File: src/rtl/sram_ctrl_pkg.sv
`timescale 1ns/1ps
package sram_ctrl_pkg;

  typedef enum logic [1:0] {
    ST_IDLE  = 2'd0,
    ST_READ  = 2'd1,
    ST_WRITE = 2'd2
  } ctl_state_e;

  // Whole cycles covering a nanosecond interval, never below one.
  function automatic int ns_to_cycles(input int ns, input int period_ns);
    int c;
    c = (ns + period_ns - 1) / period_ns;
    if (c < 1) c = 1;
    return c;
  endfunction

  function automatic int max_of(input int a, input int b);
    return (a > b) ? a : b;
  endfunction

endpackage

File: src/rtl/sram_cycle_counter.sv
`timescale 1ns/1ps
module sram_cycle_counter #(
  parameter int CNT_W = 4
) (
  input  logic             clk,
  input  logic             rst,
  input  logic             start,
  input  logic             run,
  output logic [CNT_W-1:0] cnt_q,
  output logic [CNT_W-1:0] cnt_d
);

  always_comb begin
    cnt_d = cnt_q;
    if (start)    cnt_d = '0;
    else if (run) cnt_d = cnt_q + 1'b1;
  end

  always_ff @(posedge clk) begin
    if (rst) cnt_q <= '0;
    else     cnt_q <= cnt_d;
  end

endmodule

File: src/rtl/sram_write_shaper.sv
`timescale 1ns/1ps
module sram_write_shaper #(
  parameter int CNT_W     = 4,
  parameter int SETUP_CYC = 1,
  parameter int PULSE_CYC = 8
) (
  input  logic             clk,
  input  logic             rst,
  input  logic             wr_next,
  input  logic [CNT_W-1:0] cnt_next,
  output logic             we_n,
  output logic             dq_oe
);

  localparam logic [CNT_W-1:0] WE_ON  = CNT_W'(SETUP_CYC);
  localparam logic [CNT_W-1:0] WE_OFF = CNT_W'(SETUP_CYC + PULSE_CYC);
  localparam logic [CNT_W-1:0] DRV_ON = CNT_W'(SETUP_CYC + 1);

  logic we_win, drv_win;

  // Strobe window, then a driver window shifted one cycle later.
  assign we_win  = wr_next && (cnt_next >= WE_ON)  && (cnt_next <  WE_OFF);
  assign drv_win = wr_next && (cnt_next >= DRV_ON) && (cnt_next <= WE_OFF);

  always_ff @(posedge clk) begin
    if (rst) begin
      we_n  <= 1'b1;
      dq_oe <= 1'b0;
    end else begin
      we_n  <= !we_win;
      dq_oe <= drv_win;
    end
  end

  // driver turns on only after the strobe has already been low a cycle
  assert_drive_after_strobe_R6: assert property (@(posedge clk) disable iff (rst)
    $rose(dq_oe) |-> (!we_n && $past(!we_n)));

  // data is still driven on the edge where the strobe rises
  assert_hold_at_strobe_rise_R6: assert property (@(posedge clk) disable iff (rst)
    $rose(we_n) |-> dq_oe);

  // driver is released one cycle after the strobe rises
  assert_release_after_strobe_R6: assert property (@(posedge clk) disable iff (rst)
    (we_n && $past(we_n)) |-> !dq_oe);

endmodule

File: src/rtl/sram_read_capture.sv
`timescale 1ns/1ps
module sram_read_capture #(
  parameter int DATA_W  = 16,
  parameter int LANES   = 2,
  parameter int CNT_W   = 4,
  parameter int CAP_CYC = 11
) (
  input  logic              clk,
  input  logic              rst,
  input  logic              in_read,
  input  logic [CNT_W-1:0]  cnt_q,
  input  logic [LANES-1:0]  lane_en,
  input  logic [DATA_W-1:0] dq_in,
  input  logic              zero_read,
  output logic              rsp_valid,
  output logic [DATA_W-1:0] rsp_rdata
);

  localparam int               LANE_W = DATA_W / LANES;
  localparam logic [CNT_W-1:0] CAP_AT = CNT_W'(CAP_CYC - 1);

  logic [DATA_W-1:0] lane_mask;
  logic              hit;

  for (genvar l = 0; l < LANES; l++) begin : g_lane
    assign lane_mask[l*LANE_W +: LANE_W] = {LANE_W{lane_en[l]}};
  end

  assign hit = in_read && (cnt_q == CAP_AT);

  always_ff @(posedge clk) begin
    if (rst) begin
      rsp_valid <= 1'b0;
      rsp_rdata <= '0;
    end else begin
      rsp_valid <= hit || zero_read;
      if (hit)            rsp_rdata <= dq_in & lane_mask;
      else if (zero_read) rsp_rdata <= '0;
    end
  end

  // a result appears only after a read bus cycle or a zero-mask read
  assert_result_source_R4: assert property (@(posedge clk) disable iff (rst)
    rsp_valid |-> ($past(in_read) || $past(zero_read)));

endmodule

File: src/rtl/sram_timed_ctrl.sv
`timescale 1ns/1ps
module sram_timed_ctrl
  import sram_ctrl_pkg::*;
#(
  parameter int CLK_PERIOD_NS = 5,
  parameter int SLOW_GRADE    = 0,
  parameter int ADDR_W        = 18,
  parameter int DATA_W        = 16,
  parameter int T_RC_NS       = (SLOW_GRADE != 0) ? 70 : 55,
  parameter int T_AA_NS       = (SLOW_GRADE != 0) ? 70 : 55,
  parameter int T_DOE_NS      = (SLOW_GRADE != 0) ? 35 : 25,
  parameter int T_WC_NS       = (SLOW_GRADE != 0) ? 70 : 55,
  parameter int T_PWE_NS      = (SLOW_GRADE != 0) ? 45 : 40,
  parameter int T_SD_NS       = (SLOW_GRADE != 0) ? 30 : 25,
  parameter int T_SA_NS       = 0
) (
  input  logic                  clk,
  input  logic                  rst,
  input  logic                  req_valid,
  output logic                  req_ready,
  input  logic                  req_write,
  input  logic [ADDR_W-1:0]     req_addr,
  input  logic [DATA_W-1:0]     req_wdata,
  input  logic [DATA_W/8-1:0]   req_mask,
  output logic                  rsp_valid,
  output logic [DATA_W-1:0]     rsp_rdata,
  output logic [ADDR_W-1:0]     sram_addr,
  output logic                  sram_ce_n,
  output logic                  sram_oe_n,
  output logic                  sram_we_n,
  output logic [DATA_W/8-1:0]   sram_be_n,
  output logic [DATA_W-1:0]     sram_dq_out,
  output logic                  sram_dq_oe,
  input  logic [DATA_W-1:0]     sram_dq_in
);

  localparam int LANES   = DATA_W / 8;
  localparam int N_RC    = ns_to_cycles(T_RC_NS, CLK_PERIOD_NS);
  localparam int N_CAP   = max_of(ns_to_cycles(T_AA_NS, CLK_PERIOD_NS),
                                  ns_to_cycles(T_DOE_NS, CLK_PERIOD_NS));
  localparam int N_RDLEN = max_of(N_RC, N_CAP);
  localparam int N_SA    = ns_to_cycles(T_SA_NS, CLK_PERIOD_NS);
  localparam int N_PWE   = max_of(ns_to_cycles(T_PWE_NS, CLK_PERIOD_NS),
                                  ns_to_cycles(T_SD_NS, CLK_PERIOD_NS) + 1);
  localparam int N_WCLEN = max_of(ns_to_cycles(T_WC_NS, CLK_PERIOD_NS),
                                  N_SA + N_PWE + 1);
  localparam int CNT_W   = $clog2(max_of(N_RDLEN, N_WCLEN) + 1);
  localparam logic [CNT_W-1:0] RD_LAST = CNT_W'(N_RDLEN - 1);
  localparam logic [CNT_W-1:0] WR_LAST = CNT_W'(N_WCLEN - 1);

  ctl_state_e       state_q, state_d;
  logic [CNT_W-1:0] cnt_q, cnt_d;
  logic             accept, bus_req, zero_read, busy, last;

  assign req_ready = (state_q == ST_IDLE);
  assign accept    = req_valid && req_ready;
  assign bus_req   = accept && (req_mask != '0);
  assign zero_read = accept && !req_write && (req_mask == '0);
  assign busy      = (state_q != ST_IDLE);

  always_comb begin
    last = 1'b0;
    if (state_q == ST_READ  && cnt_q == RD_LAST) last = 1'b1;
    if (state_q == ST_WRITE && cnt_q == WR_LAST) last = 1'b1;
  end

  always_comb begin
    state_d = state_q;
    case (state_q)
      ST_IDLE:  if (bus_req) state_d = req_write ? ST_WRITE : ST_READ;
      default:  if (last)    state_d = ST_IDLE;
    endcase
  end

  always_ff @(posedge clk) begin
    if (rst) state_q <= ST_IDLE;
    else     state_q <= state_d;
  end

  sram_cycle_counter #(.CNT_W(CNT_W)) u_cnt (
    .clk   (clk),
    .rst   (rst),
    .start (bus_req),
    .run   (busy),
    .cnt_q (cnt_q),
    .cnt_d (cnt_d)
  );

  // Address, selects and write data: set on acceptance, held to the end.
  always_ff @(posedge clk) begin
    if (rst) begin
      sram_addr   <= '0;
      sram_ce_n   <= 1'b1;
      sram_oe_n   <= 1'b1;
      sram_be_n   <= '1;
      sram_dq_out <= '0;
    end else if (bus_req) begin
      sram_addr   <= req_addr;
      sram_ce_n   <= 1'b0;
      sram_oe_n   <= req_write;
      sram_be_n   <= ~req_mask;
      sram_dq_out <= req_wdata;
    end else if (last) begin
      sram_ce_n   <= 1'b1;
      sram_oe_n   <= 1'b1;
      sram_be_n   <= '1;
    end
  end

  sram_write_shaper #(
    .CNT_W     (CNT_W),
    .SETUP_CYC (N_SA),
    .PULSE_CYC (N_PWE)
  ) u_wr (
    .clk      (clk),
    .rst      (rst),
    .wr_next  (state_d == ST_WRITE),
    .cnt_next (cnt_d),
    .we_n     (sram_we_n),
    .dq_oe    (sram_dq_oe)
  );

  sram_read_capture #(
    .DATA_W  (DATA_W),
    .LANES   (LANES),
    .CNT_W   (CNT_W),
    .CAP_CYC (N_CAP)
  ) u_rd (
    .clk       (clk),
    .rst       (rst),
    .in_read   (state_q == ST_READ),
    .cnt_q     (cnt_q),
    .lane_en   (~sram_be_n),
    .dq_in     (sram_dq_in),
    .zero_read (zero_read),
    .rsp_valid (rsp_valid),
    .rsp_rdata (rsp_rdata)
  );

  // address frozen while the chip is selected
  assert_addr_frozen_R10: assert property (@(posedge clk) disable iff (rst)
    (!sram_ce_n && $past(!sram_ce_n)) |-> $stable(sram_addr));

  // a bus request blocks further acceptance
  assert_busy_blocks_R7: assert property (@(posedge clk) disable iff (rst)
    (req_valid && req_ready && req_mask != '0) |=> !req_ready);

  // zero-mask request leaves the bus untouched
  assert_zero_mask_idle_R8: assert property (@(posedge clk) disable iff (rst)
    (req_valid && req_ready && req_mask == '0) |=> (sram_ce_n && req_ready));

  // idle means standby
  assert_idle_standby_R9: assert property (@(posedge clk) disable iff (rst)
    req_ready |-> (sram_ce_n && sram_be_n == '1));

  // strobe low never overlaps output enable low
  assert_strobe_oe_excl_R5: assert property (@(posedge clk) disable iff (rst)
    !sram_we_n |-> (sram_oe_n && !sram_ce_n));

  // driving the pins only with memory outputs disabled
  assert_no_contention_R6: assert property (@(posedge clk) disable iff (rst)
    sram_dq_oe |-> (sram_oe_n && !sram_ce_n));

endmodule

File: config.mk
export PLATFORM = sky130hd
export DESIGN_NAME = sram_timed_ctrl
export DESIGN_NICKNAME = d
export VERILOG_FILES = /design/src/rtl/sram_ctrl_pkg.sv /design/src/rtl/sram_cycle_counter.sv /design/src/rtl/sram_write_shaper.sv /design/src/rtl/sram_read_capture.sv /design/src/rtl/sram_timed_ctrl.sv
export SDC_FILE = /design/constraint.sdc
export NUM_CORES = 1
export LEC_CHECK = 0
export CAP_MARGIN = 10
export CORE_MARGIN = 4
export CORE_UTILIZATION = 41
export DETAILED_ROUTE_END_ITERATION = 16
export PLACE_DENSITY = 0.8
export SYNTH_ARGS = -nofsm -noshare
export SYNTH_HDL_FRONTEND = slang
export SYNTH_SLANG_ARGS = --single-unit
File: constraint.sdc
create_clock -name clk -period 2 [get_ports clk]
set_input_delay 0.3 -clock clk [delete_from_list [all_inputs] [get_ports clk]]
set_output_delay 0.3 -clock clk [all_outputs]
set_load 0.005 [all_outputs]
* Word level (Yosys, flattened, before mapping)
Cells that the tools add are included.
** Word-level totals
- Logic and storage cells :: 57
- Register bits :: 63
** Cells by class
- Add/subtract/negate cells :: 1
- Mux-type cells :: 15
- Reductions and logical operators :: 19
- Bitwise operators :: 3
- Order comparisons :: 4
- Eq/ne operators :: 4
** Operators by type and width (number)
- 16-bit 2-to-1 mux :: 2
- 16-bit AND :: 1
- 2-bit 2-to-1 mux :: 6
- 1-bit logical AND :: 10
- 4-bit 2-to-1 mux :: 2
- 2-bit nonzero test :: 4
- 1-bit 2-to-1 mux :: 5
- 4-bit by 1-bit adder with 4-bit output (second input constant) :: 1
- 2-bit == test (second input constant) :: 2
- 4-bit == test (second input constant) :: 1
- 4-bit by 1-bit >= comparator with 1-bit output (second input constant) :: 1
- 4-bit by 2-bit >= comparator with 1-bit output (second input constant) :: 1
- 4-bit less-or-equal comparator (second input constant) :: 1
- 2-bit zero test :: 2
- 4-bit less-than comparator (second input constant) :: 1
- 2-bit NOT :: 2
- 2-bit by 1-bit == test with 1-bit output (second input constant) :: 1
- 1-bit zero test :: 2
- 1-bit logical OR :: 1

* Depth between registers and ports, before layout
- Depth in word-level cells :: 10
- Mapped depth :: 7
- Depth with buffers taken out :: 6

* By module
From an unflattened synthesis, not the netlist that was laid out.
** Second synthesis, totals
- Cell total of the unflattened synthesis :: 305
- Area total of the unflattened synthesis :: 2706.3 µm²
** Modules (own cells, without submodules)
- sram_timed_ctrl :: instances 1, area each 1607.8 µm², cells an instance 198, seq. area each 800.8 µm²
- sram_read_capture :: instances 1, area each 787.0 µm², cells an instance 76, seq. area each 340.3 µm²
- sram_cycle_counter :: instances 1, area each 227.7 µm², cells an instance 23, seq. area each 80.1 µm²
- sram_write_shaper :: instances 1, area each 83.8 µm², cells an instance 8, seq. area each 40.0 µm²

* Worst setup path before layout
Ideal clock, no wire load.
- Kind :: register -> register
- From :: register u_cnt.cnt_q[0]
- To :: register u_rd.rsp_rdata[10]
- Library setup time :: 0.065 ns
- Path slack :: 0.572 ns
- Stages on the path, launching flop included :: 8
- Data arrival time :: 1.362 ns
- Data required time :: 1.935 ns
- Cell sequence :: dfxtp_1 inv_1 ha_1 nand3b_2 a2bb2oi_2 buf_4 a32oi_1 nor2_1
** On the way
- Cells in the longest elaborated chain, start to end :: 3
- Elaborated cells between the ends (all ways) :: 4
- Those cells by class :: 1 x eq/ne; 1 x mux; 2 x reduce/logical
** Ends and longest elaborated chain
- start, declared :: RTL line sram_cycle_counter.sv:9 : output logic [CNT_W-1:0] cnt_q,
- start signal, assigned :: RTL line sram_cycle_counter.sv:21 : else cnt_q <= cnt_d;
- 4-bit == test * :: RTL line sram_read_capture.sv:29 : assign hit = in_read && (cnt_q == CAP_AT);
- 1-bit logical AND * :: RTL line sram_read_capture.sv:29
- 16-bit 2-to-1 mux or 2-bit nonzero test (tied branches)
- end signal, assigned :: RTL line sram_read_capture.sv:37 : if (hit) rsp_rdata <= dq_in & lane_mask;
- end, declared :: RTL line sram_read_capture.sv:16 : output logic [DATA_W-1:0] rsp_rdata
Mark *: on every way between the ends. The rest lies on a longest branch, timed or not.
A chain may end at the register's enable or synchronous reset.

* Final worst setup path
- From :: register state_q[1]
- To :: output req_ready
** On the way
- Cells in the longest elaborated chain, start to end :: 1
** Ends and longest elaborated chain
- start, declared :: RTL line sram_timed_ctrl.sv:51 : ctl_state_e state_q, state_d;
- start signal, assigned :: RTL line sram_timed_ctrl.sv:77 : else state_q <= state_d;
- 2-bit zero test :: RTL line sram_timed_ctrl.sv:55 : assign req_ready = (state_q == ST_IDLE);
- end, declared :: RTL line sram_timed_ctrl.sv:20 : output logic req_ready,
No other way between the ends.

==> metrics.md <==
| Metric | Value |
|---|---|
| Gr ovfl total | 0 |
| Wirelength per Cell | 14.00 microns |
| Layout cells sized above 1 | 8.505% |
| Hold-fix buffers, CTS | 0 |
| Clk buf depth | 2 |
| Site row count | 27 |
| CTS tree | built |
| Fin crit share | 92.71% |
| DRC violations left | 0 |
| Synth Net Count | 330 |
| Ys async rst share | 0% |
| PD cells | 772.4 mW/mm^2 |
| DIE AREA | 0.007175 sq mm |
| Worst Setup Path Type | flip-flop to output port |
| Share of the synthesized area in the top cell type | 52.28% |
| Die Span X | 84.71 microns |
| Initial Utilization | 43.02% |
| PnR Total Power | 2.911 mW |
| Peak supply drop | 566.2 uV |
| Worst Tran Pin Value | 0.6819 ns |
| Buffers on Ports | 113 |
| Die height | 84.71 microns |
| Final nets | 441 |
| Num CTS Buffers | 9 |
| Cell variety after synth | 34 |
| P&R area growth vs syn | 56.22% |
| Worst setup EP type | output port |
| Vias | 2278 |
| Post-route cell area | 0.003769 sq mm |
| RSZ-0062 raised after global routing | no |
| Routability cong. | 0.8015 |
| Main synth FF type | dfxtp_1 |
| Yosys warns | 0 |
| Initial antenna violation count | 0 |
| I/O pin total | 114 |
| Rel. slew slack | 54.50% |
| Fmax | 0.5393 GHz |
| Post-DP HPWL | 4.620 mm |
| DR iter-0 viols | 72 |
| Reg clk slew, reported paths | 0.07 ns |
| HP Class | input port to flip-flop |
| First-pass GRT wire length | 10.57 mm |
| Mapped cell area | 0.002412 sq mm |
| Worst Path Required | 1.70 ns |
| Synth Register Bits | 63 |
| ANT nets after route | 0 |
| Seq/Total Area, Yosys | 52.28% |
| Leading area contributor after synthesis | dfxtp_1 |
| Fin Setup TNS | 0 ns |
| Clock Sink Count | 63 |
| Data arrival, critical path | 1.55 ns |
| Worst-skew pair later-pin latency | 0.33 ns |
| Final hold vios | 0 |
| Max Cap Violations | 0 |
| Wirelength, routed | 6.439 mm |
| Top cells by area in the synthesized netlist | dfxtp_1, nand2_1, a21oi_1, a32oi_1, nor2_1 |
| N_diodes | 0 |
| Slew Viols, Final | 0 |
| Placed cell areas | 0.003558 sq mm |
| Post-synth EDFFs | 0 |
| Final Setup Violations | 0 |
| Cells after synthesis | 272 |
| Leakage | 1.382 nW |
| Final hold slack | 0.2590 ns |
| Outcome | completed |
| Avg Inst Size Synth | 8.869 sq um |
| Crit-path max FO | 11 |
| Vias in the first global route | 2213 |
| H-tree depth | 3 |
| Largest net degree at the start of global routing | 38 |
| Clk Tree Root Cell | clkbuf_8 |
| Setup Skew | 0.008381 ns |
| Core Area | 0.005608 sq mm |
| Drt pass-1 iters | 4 |
| Tmin final | 1.854 ns |
| Gr usage total | 18.09% |
| CP startpoint kind | flip-flop |
| Via-to-Cell Ratio | 4.952 |
| R2r setup slk | 0.25 ns |
routing by layer:
| metal | vias up | global-route usage [%] | routed length, microns |
|---|---|---|---|
| met5 | - | 0 | 0 |
| met4 | 0 | 7.050 | 131 |
| met3 | 13 | 6.968 | 579 |
| met2 | 95 | 30.18 | 2954 |
| met1 | 1020 | 20.85 | 2773 |
| li1 | 1150 | - | - |
final cells by class:
type                            count  area, sq um
Fill cell                         484         1839
Sequential cell                    63         1261
Timing Repair Buffer              119         1184
Multi-Input combinational cell    187         1015
Clock buffer                       11        151.4
Tap cell                           72        90.09
Clock inverter                      5        56.30
Inverter                            3        11.26
cells in the final DEF, fill, tap and decap left out, types with 2 or more instances in the layout:
cell             Yosys  layout
clkdlybuf4s50_1      0     112
nand2_1             70      70
dfxtp_1             63      63
a21oi_1             35      35
nor2_1              20      19
a32oi_1             16      16
clkbuf_8             0      11
nor3_1               8       8
o21ai_0              5       5
buf_4                3       5
nand2b_1             4       4
inv_1                3       3
o21bai_1             3       3
o21a_1               3       3
xor2_1               3       3
nor2_2               1       2
and2_1               2       2
ha_1                 2       2
clkinv_2             0       2
path summary, 6_finish.rpt:
path	startpoint	endpoint	depth (start not counted)
hold reg to reg	sram_dq_out[1]$_SDFFE_PP0N_	sram_dq_out[1]$_SDFFE_PP0N_	2
setup / recovery	state_q[1]$_SDFF_PP0_	req_ready	2
setup reg to reg	u_cnt.cnt_q[0]$_SDFF_PP0_	u_rd.rsp_rdata[2]$_SDFFE_PP0P_	6
hold / removal	rst	u_wr.we_n$_SDFF_PP1_	3
worst max-delay path, stage by stage (launching register included):
cell and delay, ns:
dfxtp_1 0.44, nor2_2 0.25, clkdlybuf4s50_1 0.54
per-stage QoR:
step                utilization, %  worst slack [ns]  cells
floorplan                        -            0.5724    272
global placement             63.45            0.2272    444
global route                 67.20           0.04341    460
detailed placement           63.45            0.1939    444
CTS                          67.16           0.04633    460
finish                       67.20            0.1458    460
state kept, by name, summed over array words and instances (netlist names):
register	count
sram_oe_n	1
state_q	2
sram_addr	18
sram_ce_n	1
u_wr.dq_oe	1
u_wr.we_n	1
u_cnt.cnt_q	4
u_rd.rsp_valid	1
sram_be_n	2
u_rd.rsp_rdata	16
sram_dq_out	16
cells in the mapped netlist, types with 2 or more instances:
cell type  count
nand2b_1       4
xor2_1         3
buf_4          3
and2_1         2
nand2_1       70
o21bai_1       3
ha_1           2
inv_1          3
a21oi_1       35
a32oi_1       16
buf_6          6
o21ai_0        5
o21a_1         3
clkbuf_1       9
dfxtp_1       63
nor3_1         8
nor2_1        20
repair_timing:
| item | in CTS | in global routing |
|---|---|---|
| endpoints found under the hold margin | 0 | 0 |
| endpoints found under the setup margin | 0 | 1 |
| buffers inserted | 0 | 0 |
| gates resized for setup | 0 | 1 |
power breakdown:
part / leakage [nW] / internal [mW] / total, mW / switching (mW)
combinational: 0.764 / 0.260 / 0.444 / 0.185
clock: 0.105 / 0.641 / 1.11 / 0.471
sequential: 0.513 / 1.31 / 1.36 / 0.0415
cells by family after synthesis:
logic type	after synthesis	share of synthesized area, %
compound gates	70	19.19
xor+xnor	5	2.127
fa+ha+maj	2	1.037
buf+inv	22	5.757
flops	63	52.28
simple gates	110	19.61
(Power assumes the default switching activity.)
